[src/rtl/dma_xfer_pkg.sv]
package dma_xfer_pkg;

  typedef enum logic [2:0] {
    ST_IDLE  = 3'd0,
    ST_GATE  = 3'd1,
    ST_READ  = 3'd2,
    ST_WRITE = 3'd3,
    ST_WAIT  = 3'd4
  } xfer_state_e;

  typedef enum logic [1:0] {
    AM_INC        = 2'd0,
    AM_DEC        = 2'd1,
    AM_FIX        = 2'd2,
    AM_INC_RELOAD = 2'd3
  } addr_mode_e;

  localparam int unsigned WS_TABLES = 4;

endpackage

[src/rtl/dma_ws_tables.sv]
module dma_ws_tables
  import dma_xfer_pkg::*;
#(
  parameter int unsigned REGION_W = 4,
  parameter int unsigned WS_W     = 4,
  parameter int unsigned COST_W   = WS_W + 2
) (
  input  logic                clk,
  input  logic                rst_n,
  input  logic                cfg_we,
  input  logic [1:0]          cfg_sel,
  input  logic [REGION_W-1:0] cfg_region,
  input  logic [WS_W-1:0]     cfg_value,
  input  logic                seq,
  input  logic                word,
  input  logic [REGION_W-1:0] src_region,
  input  logic [REGION_W-1:0] dst_region,
  output logic [COST_W-1:0]   cost
);

  localparam int unsigned NREG = 1 << REGION_W;

  logic [WS_W-1:0] tbl_q  [WS_TABLES][NREG];
  logic            wr_en  [WS_TABLES][NREG];

  for (genvar t = 0; t < WS_TABLES; t++) begin : g_tbl
    for (genvar r = 0; r < NREG; r++) begin : g_reg
      always_comb begin
        wr_en[t][r] = cfg_we && (cfg_sel == 2'(t)) && (cfg_region == REGION_W'(r));
      end

      always_ff @(posedge clk or negedge rst_n) begin
        if (!rst_n) begin
          tbl_q[t][r] <= '0;
        end else if (wr_en[t][r]) begin
          tbl_q[t][r] <= cfg_value;
        end
      end
    end
  end

  logic [1:0]      rd_sel;
  logic [WS_W-1:0] ws_src;
  logic [WS_W-1:0] ws_dst;

  always_comb begin
    rd_sel = {seq, word};
    ws_src = tbl_q[rd_sel][src_region];
    ws_dst = tbl_q[rd_sel][dst_region];
    cost   = COST_W'(2) + {{(COST_W-WS_W){1'b0}}, ws_src}
                        + {{(COST_W-WS_W){1'b0}}, ws_dst};
  end


  cost_floor_chk: assert property (@(posedge clk) disable iff (!rst_n)
    cost >= COST_W'(2));

endmodule

[src/rtl/dma_addr_step.sv]
module dma_addr_step
  import dma_xfer_pkg::*;
#(
  parameter int unsigned ADDR_W = 28
) (
  input  logic              clk,
  input  logic              rst_n,
  input  logic              load,
  input  logic [ADDR_W-1:0] load_addr,
  input  addr_mode_e        mode,
  input  logic              word,
  input  logic              align,
  input  logic              advance,
  input  logic              reload,
  output logic [ADDR_W-1:0] addr
);

  logic [ADDR_W-1:0] origin_q;
  logic [ADDR_W-1:0] addr_q;
  logic [ADDR_W-1:0] addr_d;
  logic [ADDR_W-1:0] step;
  logic [ADDR_W-1:0] align_mask;

  always_comb begin
    step       = word ? ADDR_W'(4) : ADDR_W'(2);
    align_mask = word ? ~ADDR_W'(3) : ~ADDR_W'(1);
    addr_d     = addr_q;
    if (load) begin
      addr_d = load_addr;
    end else if (reload) begin
      addr_d = (mode == AM_INC_RELOAD) ? origin_q : addr_q;
    end else if (align) begin
      addr_d = addr_q & align_mask;
    end else if (advance) begin
      unique case (mode)
        AM_INC, AM_INC_RELOAD: addr_d = addr_q + step;
        AM_DEC:                addr_d = addr_q - step;
        default:               addr_d = addr_q;
      endcase
    end
  end

  always_ff @(posedge clk or negedge rst_n) begin
    if (!rst_n) begin
      origin_q <= '0;
    end else if (load) begin
      origin_q <= load_addr;
    end
  end

  always_ff @(posedge clk or negedge rst_n) begin
    if (!rst_n) begin
      addr_q <= '0;
    end else if (load || reload || align || advance) begin
      addr_q <= addr_d;
    end
  end

  assign addr = addr_q;


  fixed_hold_chk: assert property (@(posedge clk) disable iff (!rst_n)
    (advance && !load && !reload && !align && mode == AM_FIX) |=> $stable(addr_q));


  half_align_chk: assert property (@(posedge clk) disable iff (!rst_n)
    (align && !load && !reload) |=> (addr_q[0] == 1'b0));


  word_align_chk: assert property (@(posedge clk) disable iff (!rst_n)
    (align && word && !load && !reload) |=> (addr_q[1:0] == 2'b00));

endmodule

[src/rtl/dma_cost_timer.sv]
module dma_cost_timer #(
  parameter int unsigned COST_W = 6
) (
  input  logic              clk,
  input  logic              rst_n,
  input  logic              load,
  input  logic [COST_W-1:0] load_val,
  input  logic              run,
  output logic              last
);

  logic [COST_W-1:0] cnt_q;
  logic [COST_W-1:0] cnt_d;
  logic              cnt_en;

  always_comb begin
    cnt_en = load || (run && cnt_q != '0);
    cnt_d  = load ? load_val : cnt_q - COST_W'(1);
    last   = run && (cnt_q == COST_W'(1));
  end

  always_ff @(posedge clk or negedge rst_n) begin
    if (!rst_n) begin
      cnt_q <= '0;
    end else if (cnt_en) begin
      cnt_q <= cnt_d;
    end
  end


  wait_nonzero_chk: assert property (@(posedge clk) disable iff (!rst_n)
    run |-> (cnt_q != '0));


  load_value_chk: assert property (@(posedge clk) disable iff (!rst_n)
    load |=> (cnt_q == $past(load_val)));

endmodule

[src/rtl/dma_xfer_engine.sv]
module dma_xfer_engine
  import dma_xfer_pkg::*;
#(
  parameter int unsigned ADDR_W   = 28,
  parameter int unsigned DATA_W   = 32,
  parameter int unsigned CNT_W    = 21,
  parameter int unsigned REGION_W = 4,
  parameter int unsigned WS_W     = 4
) (
  input  logic                clk,
  input  logic                rst_n,
  input  logic                start,
  input  logic [ADDR_W-1:0]   start_src,
  input  logic [ADDR_W-1:0]   start_dst,
  input  logic [CNT_W-1:0]    start_count,
  input  logic                start_word,
  input  logic [1:0]          start_src_mode,
  input  logic [1:0]          start_dst_mode,
  input  logic                cpu_blocked_other,
  input  logic                ws_we,
  input  logic [1:0]          ws_sel,
  input  logic [REGION_W-1:0] ws_region,
  input  logic [WS_W-1:0]     ws_value,
  output logic                mem_req,
  output logic                mem_we,
  output logic                mem_word,
  output logic [ADDR_W-1:0]   mem_addr,
  output logic [DATA_W-1:0]   mem_wdata,
  input  logic                mem_ack,
  input  logic [DATA_W-1:0]   mem_rdata,
  output logic                busy,
  output logic                done,
  output logic [ADDR_W-1:0]   cur_src,
  output logic [ADDR_W-1:0]   cur_dst,
  output logic [CNT_W-1:0]    remaining
);

  localparam int unsigned COST_W = WS_W + 2;
  localparam int unsigned HALF_W = DATA_W / 2;

  xfer_state_e       state_q, state_d;
  logic              word_q;
  addr_mode_e        src_mode_q, dst_mode_q;
  logic              first_q;
  logic [CNT_W-1:0]  remaining_q;
  logic [DATA_W-1:0] data_q;
  logic [COST_W-1:0] cost_q;
  logic [COST_W-1:0] ws_cost;

  logic load_go, align_go, step_go, done_go, cap_cost, cap_data;
  logic tmr_last;
  logic [ADDR_W-1:0] src_addr, dst_addr;

  always_comb begin
    state_d  = state_q;
    load_go  = 1'b0;
    align_go = 1'b0;
    step_go  = 1'b0;
    done_go  = 1'b0;
    cap_cost = 1'b0;
    cap_data = 1'b0;
    unique case (state_q)
      ST_IDLE: begin
        if (start) begin
          state_d = ST_GATE;
          load_go = 1'b1;
        end
      end
      ST_GATE: begin
        if (!cpu_blocked_other) begin
          state_d  = ST_READ;
          cap_cost = 1'b1;
          align_go = first_q;
        end
      end
      ST_READ: begin
        if (mem_ack) begin
          state_d  = ST_WRITE;
          cap_data = 1'b1;
        end
      end
      ST_WRITE: begin
        if (mem_ack) begin
          state_d = ST_WAIT;
          step_go = 1'b1;
        end
      end
      ST_WAIT: begin
        if (tmr_last) begin
          if (remaining_q == '0) begin
            state_d = ST_IDLE;
            done_go = 1'b1;
          end else begin
            state_d = ST_GATE;
          end
        end
      end
      default: state_d = ST_IDLE;
    endcase
  end

  always_ff @(posedge clk or negedge rst_n) begin
    if (!rst_n) begin
      state_q <= ST_IDLE;
    end else begin
      state_q <= state_d;
    end
  end

  always_ff @(posedge clk or negedge rst_n) begin
    if (!rst_n) begin
      word_q     <= 1'b0;
      src_mode_q <= AM_INC;
      dst_mode_q <= AM_INC;
    end else if (load_go) begin
      word_q     <= start_word;
      src_mode_q <= addr_mode_e'(start_src_mode);
      dst_mode_q <= addr_mode_e'(start_dst_mode);
    end
  end

  always_ff @(posedge clk or negedge rst_n) begin
    if (!rst_n) begin
      remaining_q <= '0;
      first_q     <= 1'b0;
    end else if (load_go) begin
      remaining_q <= start_count;
      first_q     <= 1'b1;
    end else if (step_go) begin
      remaining_q <= remaining_q - CNT_W'(1);
      first_q     <= 1'b0;
    end
  end

  always_ff @(posedge clk or negedge rst_n) begin
    if (!rst_n) begin
      cost_q <= '0;
    end else if (cap_cost) begin
      cost_q <= ws_cost;
    end
  end

  always_ff @(posedge clk or negedge rst_n) begin
    if (!rst_n) begin
      data_q <= '0;
    end else if (cap_data) begin
      data_q <= mem_rdata;
    end
  end

  dma_ws_tables #(
    .REGION_W (REGION_W),
    .WS_W     (WS_W),
    .COST_W   (COST_W)
  ) u_ws_tables (
    .clk        (clk),
    .rst_n      (rst_n),
    .cfg_we     (ws_we),
    .cfg_sel    (ws_sel),
    .cfg_region (ws_region),
    .cfg_value  (ws_value),
    .seq        (!first_q),
    .word       (word_q),
    .src_region (src_addr[ADDR_W-1 -: REGION_W]),
    .dst_region (dst_addr[ADDR_W-1 -: REGION_W]),
    .cost       (ws_cost)
  );

  dma_addr_step #(.ADDR_W(ADDR_W)) u_src_step (
    .clk       (clk),
    .rst_n     (rst_n),
    .load      (load_go),
    .load_addr (start_src),
    .mode      (src_mode_q),
    .word      (word_q),
    .align     (align_go),
    .advance   (step_go),
    .reload    (1'b0),
    .addr      (src_addr)
  );

  dma_addr_step #(.ADDR_W(ADDR_W)) u_dst_step (
    .clk       (clk),
    .rst_n     (rst_n),
    .load      (load_go),
    .load_addr (start_dst),
    .mode      (dst_mode_q),
    .word      (word_q),
    .align     (align_go),
    .advance   (step_go),
    .reload    (done_go),
    .addr      (dst_addr)
  );

  dma_cost_timer #(.COST_W(COST_W)) u_cost_timer (
    .clk      (clk),
    .rst_n    (rst_n),
    .load     (step_go),
    .load_val (cost_q),
    .run      (state_q == ST_WAIT),
    .last     (tmr_last)
  );

  always_comb begin
    mem_req   = (state_q == ST_READ) || (state_q == ST_WRITE);
    mem_we    = (state_q == ST_WRITE);
    mem_word  = word_q;
    mem_addr  = mem_we ? dst_addr : src_addr;
    mem_wdata = word_q ? data_q : {{(DATA_W-HALF_W){1'b0}}, data_q[HALF_W-1:0]};
    busy      = (state_q != ST_IDLE);
    done      = done_go;
    cur_src   = src_addr;
    cur_dst   = dst_addr;
    remaining = remaining_q;
  end


  rd_before_wr_chk: assert property (@(posedge clk) disable iff (!rst_n)
    (mem_req && !mem_we && !mem_ack) |=> !(mem_req && mem_we));


  req_hold_chk: assert property (@(posedge clk) disable iff (!rst_n)
    (mem_req && !mem_ack) |=> (mem_req && $stable(mem_addr) && $stable(mem_we) && $stable(mem_wdata)));


  defer_chk: assert property (@(posedge clk) disable iff (!rst_n)
    (state_q == ST_GATE && cpu_blocked_other) |=> (state_q == ST_GATE));


  done_zero_chk: assert property (@(posedge clk) disable iff (!rst_n)
    done |-> (remaining == '0 && !mem_req));


  busy_start_chk: assert property (@(posedge clk) disable iff (!rst_n)
    (busy && start && !step_go) |=> $stable(remaining));

endmodule

[config.mk]
export PLATFORM = sky130hd
export DESIGN_NAME = dma_xfer_engine
export DESIGN_NICKNAME = d
export VERILOG_FILES = /design/src/rtl/dma_xfer_pkg.sv /design/src/rtl/dma_ws_tables.sv /design/src/rtl/dma_addr_step.sv /design/src/rtl/dma_cost_timer.sv /design/src/rtl/dma_xfer_engine.sv
export SDC_FILE = /design/constraint.sdc
export NUM_CORES = 1
export LEC_CHECK = 0
export ABC_CLOCK_PERIOD_IN_PS = 4500
export CORE_MARGIN = 3
export CORE_UTILIZATION = 50
export CTS_BUF_LIST = sky130_fd_sc_hd__clkbuf_8
export CTS_CLUSTER_SIZE = 20
export DETAILED_ROUTE_END_ITERATION = 8
export MAX_ROUTING_LAYER = met4
export PLACE_DENSITY = 0.85
export RECOVER_POWER = 100
export SLEW_MARGIN = 20
export SYNTH_ARGS = -nofsm -noshare
export SYNTH_HDL_FRONTEND = slang
export SYNTH_SLANG_ARGS = --single-unit
[constraint.sdc]
create_clock -name clk -period 4.5 [get_ports clk]
set_input_delay 0.675 -clock clk [delete_from_list [all_inputs] [get_ports clk]]
set_output_delay 0.675 -clock clk [all_outputs]
set_load 0.01 [all_outputs]
==> run summary <==
### Setup path
- **Worst Path Class, Setup** register to primary output
- **CP startpoint kind** register
- **Worst EP arrival** 3690 ps
- **worst r2r dst** cost_q[5]
- **Critical Path Most Common Cell** sky130_fd_sc_hd__or4_4
- **data required time at the worst endpoint** 3830 ps
- **Critical Path Fanout Max** 7
- **startpoint of the most critical register-to-register path** mem_word
- **setup slack of the most critical reg-to-reg path** 510 ps
- **Critical path destination** done
- **logic depth of the worst register-to-register path** 11
- **cell type group with the largest total delay on the critical path** simple AND/OR/NAND/NOR gates
- **element type at the critical path end** primary output
- **Critical path buffers and inverters** 1
- **CP max stage delay** 640 ps
- **CP Depth** 6
- **critical path startpoint** remaining[5]
- **CP max stage cell** sky130_fd_sc_hd__clkdlybuf4s50_1
- **cell-by-cell listing of the critical path** or4_4 > or4_4 > nor4_4 > nand3_2 > nor3_4 > clkdlybuf4s50_1

### Route
- **detail-routed via count per cell** 6.30
- **met2 WL** 33100 um
- **detailed-routing wirelength on met1** 25600 um
- **via count** 18300
- **highest metal layer with signal wires** met4
- **final routed wirelength across all metal layers** 68600 um
- **number of nets with antenna violations after routing** 0
- **routed wl met3** 6770 um
- **Starting DRT DRC Count** 1729
- **number of search-and-repair iterations in the first detailed-routing pass** 7
- **detailed-route DRC error count** 0
- **WL per Instance** 23.6 um

### Synth
- **mean instance size in the synthesized netlist** 11.2 sq um
- **post-synthesis net count** 2223
- **number of storage elements in the synthesis netlist** 414
- **share of the yosys chip area belonging to registers** 0.451
- **Yosys top cell by area** sky130_fd_sc_hd__dfrtp_1
- **count of unique library cells instantiated by Yosys** 75
- **fraction of post-synthesis cell area in the top cell type by area** 0.451
- **proportion of synthesized flip-flops having asynchronous set or reset** 1.00
- **leading cell types by total area after synthesis** sky130_fd_sc_hd__dfrtp_1 45%, sky130_fd_sc_hd__mux2_2 15%, sky130_fd_sc_hd__mux4_2 10%
- **Top FF cell, synth** sky130_fd_sc_hd__dfrtp_1
- **Mapped Area** 23000 sq um
- **library cell with the highest instance count after synthesis** sky130_fd_sc_hd__dfrtp_1
- **Yosys warning count** 0
- **Post-synth EDFFs** 0
- **cell count after synthesis** 2045
- **cell types with the highest counts after synthesis** 414 x sky130_fd_sc_hd__dfrtp_1, 308 x sky130_fd_sc_hd__mux2_2, 261 x sky130_fd_sc_hd__nand2_1

### Place
- **HPWL Detailed** 48400 um
- **gpl congestion** 0.971
- **worst slack, placed** 490 ps
- **Port Buffer Count** 271

### Timing
- **worst slew margin relative to its limit** -0.794
- **setup TNS after final layout** 0 ps
- **Final Hold Viols** 0
- **post-route minimum period** 4360 ps
- **max-slew violation total from the final report** 224
- **f_max** 229 MHz
- **unrepaired setup endpoints after global routing** no
- **fin worst setup slack** 138 ps
- **Slew @ Worst Pin** 2690 ps
- **share of the cycle needed by the critical path after routing** 0.969
- **Layout Skew** 36.5 ps
- **final number of setup-violating endpoints** 0

### Die
- **number of core rows** 77
- **chip width** 220 um
- **effective utilization at floorplan** 0.512
- **Die Ht** 220 um
- **core outline area** 44800 sq um
- **total die area** 48500 sq um
- **number of placed I/O pins** 272

### Cells and area
- **total of fill cells in the finished design** 3447
- **Area Overhead vs Synth** 19.3%
- **total number of nets in the final design** 2455
- **area used by sequential logic in the layout** 10400 sq um
- **area of the multi-input gates** 11800 sq um
- **share of post-route cells with drive strength above 1** 0.248

### Clocking
- **Sink Count** 414
- **number of buffers inserted by hold repair at cts** 0
- **total CTS buffers** 70
- **clock transition time at the flip-flop clock pins of the worst setup and hold paths** 60 ps
- **CTS root buf** sky130_fd_sc_hd__clkbuf_8
- **post-CTS repair timing setup buffer count** 0
- **maximum buffer depth of the clock tree** 3
- **number of cells upsized or downsized after cts** 0
- **level count of the clock H-tree** 3
- **CTS tree** done
- **insertion delay of the later-clocked pin in the worst-skew pair** 650 ps

### Pwr
- **share of power burned in combinational logic** 0.487
- **highest ir drop seen on vdd** 365 uV
- **internal power** 10.8 mW
- **share of power burned in registers** 0.333
- **LEAKAGE** 12.1 nW
- **switching fraction of total power** 0.410
- **clock network fraction of design power** 0.181
- **Power Total** 18.2 mW
- **total net switching power** 7.46 mW
- **power density over the cells** 665 nW/um^2

### GRT
- **initial antenna violation count** 0
- **number of global-route vias before repair** 18700
- **sum of overflow across all layers after global routing** 0
- **pin count of the biggest net entering global routing** 111
- **overall track demand over capacity in global routing** 0.290
- **first-pass GRT wire length** 106000 um

### Worst hold path
- **Hold Path Class** register to register
- **instance count along the most critical hold path** 2

### Status
- **violated checks** max-capacitance violations, max-slew violations
- **result of the run** finished with violations

### Job
- **count of maximum capacitance violations** 3

==> flip-flops by register name, summed over array words and instances, names as in the netlist, 6 cells and up <==
signal,count
u_dst_step.origin_q,28
remaining,21
u_src_step.addr,28
data_q,32
cost_q,6
u_cost_timer.cnt_q,6
u_ws_tables.tbl_q,256
u_dst_step.addr,28
==> cell families (layout without fill, tap and decap cells) <==
logic type	count (synthesis)	count (layout)	share of synthesized area
simple gates	554	554	0.110
mux	415	415	0.254
flops	414	414	0.451
compound gates	362	362	0.0988
buf+inv	193	469	0.0362
xor+xnor	59	59	0.0225
fa+ha+maj	48	48	0.0265
other cells	0	1	0
==> power groups by stage <==
stage | logic [mW] | registers (mW) | clock network, mW
final | 8.86 | 6.06 | 3.29
after detailed placement | 9.01 | 6.08 | 0
after CTS | 9.05 | 6.02 | 3.33
after global placement | 8.66 | 6.02 | 0
after floorplan | 6.11 | 5.46 | 0
after global routing | 9.59 | 6.17 | 3.50
==> cell usage in the layout, fill, tap and decap left out, types with 16 or more instances in the layout <==
cell type and n:
sky130_fd_sc_hd__dfrtp_1 412, sky130_fd_sc_hd__mux2_2 307, sky130_fd_sc_hd__nand2_1 260, sky130_fd_sc_hd__clkdlybuf4s50_1 137
sky130_fd_sc_hd__dlygate4sd3_1 129, sky130_fd_sc_hd__nor2_1 109, sky130_fd_sc_hd__mux4_2 104, sky130_fd_sc_hd__o21ai_0 104
sky130_fd_sc_hd__a21oi_1 97, sky130_fd_sc_hd__clkbuf_8 88, sky130_fd_sc_hd__inv_1 56, sky130_fd_sc_hd__ha_1 47
sky130_fd_sc_hd__nor3_1 45, sky130_fd_sc_hd__xnor2_1 42, sky130_fd_sc_hd__buf_4 32, sky130_fd_sc_hd__nand3_1 24
sky130_fd_sc_hd__a31oi_1 24, sky130_fd_sc_hd__nand2b_1 19, sky130_fd_sc_hd__a21o_1 19, sky130_fd_sc_hd__xor2_1 17
sky130_fd_sc_hd__o22ai_1 17, sky130_fd_sc_hd__nor4_1 16
==> per-layer routing <==
layer | vias up | GRT usage
met1 | 9180 | 0.349
li1 | 7906 | -
met2 | 1050 | 0.469
met3 | 209 | 0.0695
met5 | - | -
met4 | 0 | 0.127
==> how the worst min path moves through the flow <==
stage / start / to / slack, ps
2_1_floorplan: rst_n / cost_q[0] / 380
3_3_place_gp: u_dst_step.origin_q[23] / u_dst_step.origin_q[23] / 450
3_5_place_dp: u_dst_step.origin_q[25] / u_dst_step.origin_q[25] / 460
4_1_cts: rst_n / u_dst_step.addr[15] / 90
5_1_grt: u_dst_step.origin_q[25] / u_dst_step.origin_q[25] / 500
6_report: u_dst_step.origin_q[24] / u_dst_step.origin_q[24] / 480
==> cell type report <==
cell class / instances / share of cell area
flip-flops and latches: 414 / 0.378
multi-input cells: 1438 / 0.430
well taps: 592 / 0.0270
diodes: 1 / 0.0000914
inverters: 39 / 0.00535
clock buffers: 88 / 0.0442
clock inverters: 28 / 0.00471
repair buffers: 314 / 0.110
==> worst reg2reg max path: stages, from the launching register on <==
cell and delay [ps]:
sky130_fd_sc_hd__dfrtp_4 590, sky130_fd_sc_hd__buf_4 280, sky130_fd_sc_hd__buf_4 240, sky130_fd_sc_hd__mux4_2 550, sky130_fd_sc_hd__mux4_2 520, sky130_fd_sc_hd__mux4_2 480
sky130_fd_sc_hd__ha_1 230, sky130_fd_sc_hd__ha_1 230, sky130_fd_sc_hd__fa_1 420, sky130_fd_sc_hd__a21o_1 180, sky130_fd_sc_hd__nand3_1 70, sky130_fd_sc_hd__o21ai_0 80
==> metrics by stage <==
| step | instances | area [sq um] | utilization | hold WS [ps] |
|---|---|---|---|---|
| 2_1_floorplan | 2045 | 23000 | - | 379 |
| 3_3_place_gp | 2797 | 26100 | 0.583 | 452 |
| 3_5_place_dp | 2797 | 26100 | 0.583 | 461 |
| 4_1_cts | 2913 | 27500 | 0.613 | 88.7 |
| 5_1_grt | 2913 | 27400 | 0.611 | 496 |
| 6_report | 2914 | 27400 | 0.611 | 475 |
Power figures use the tool's default switching activity.
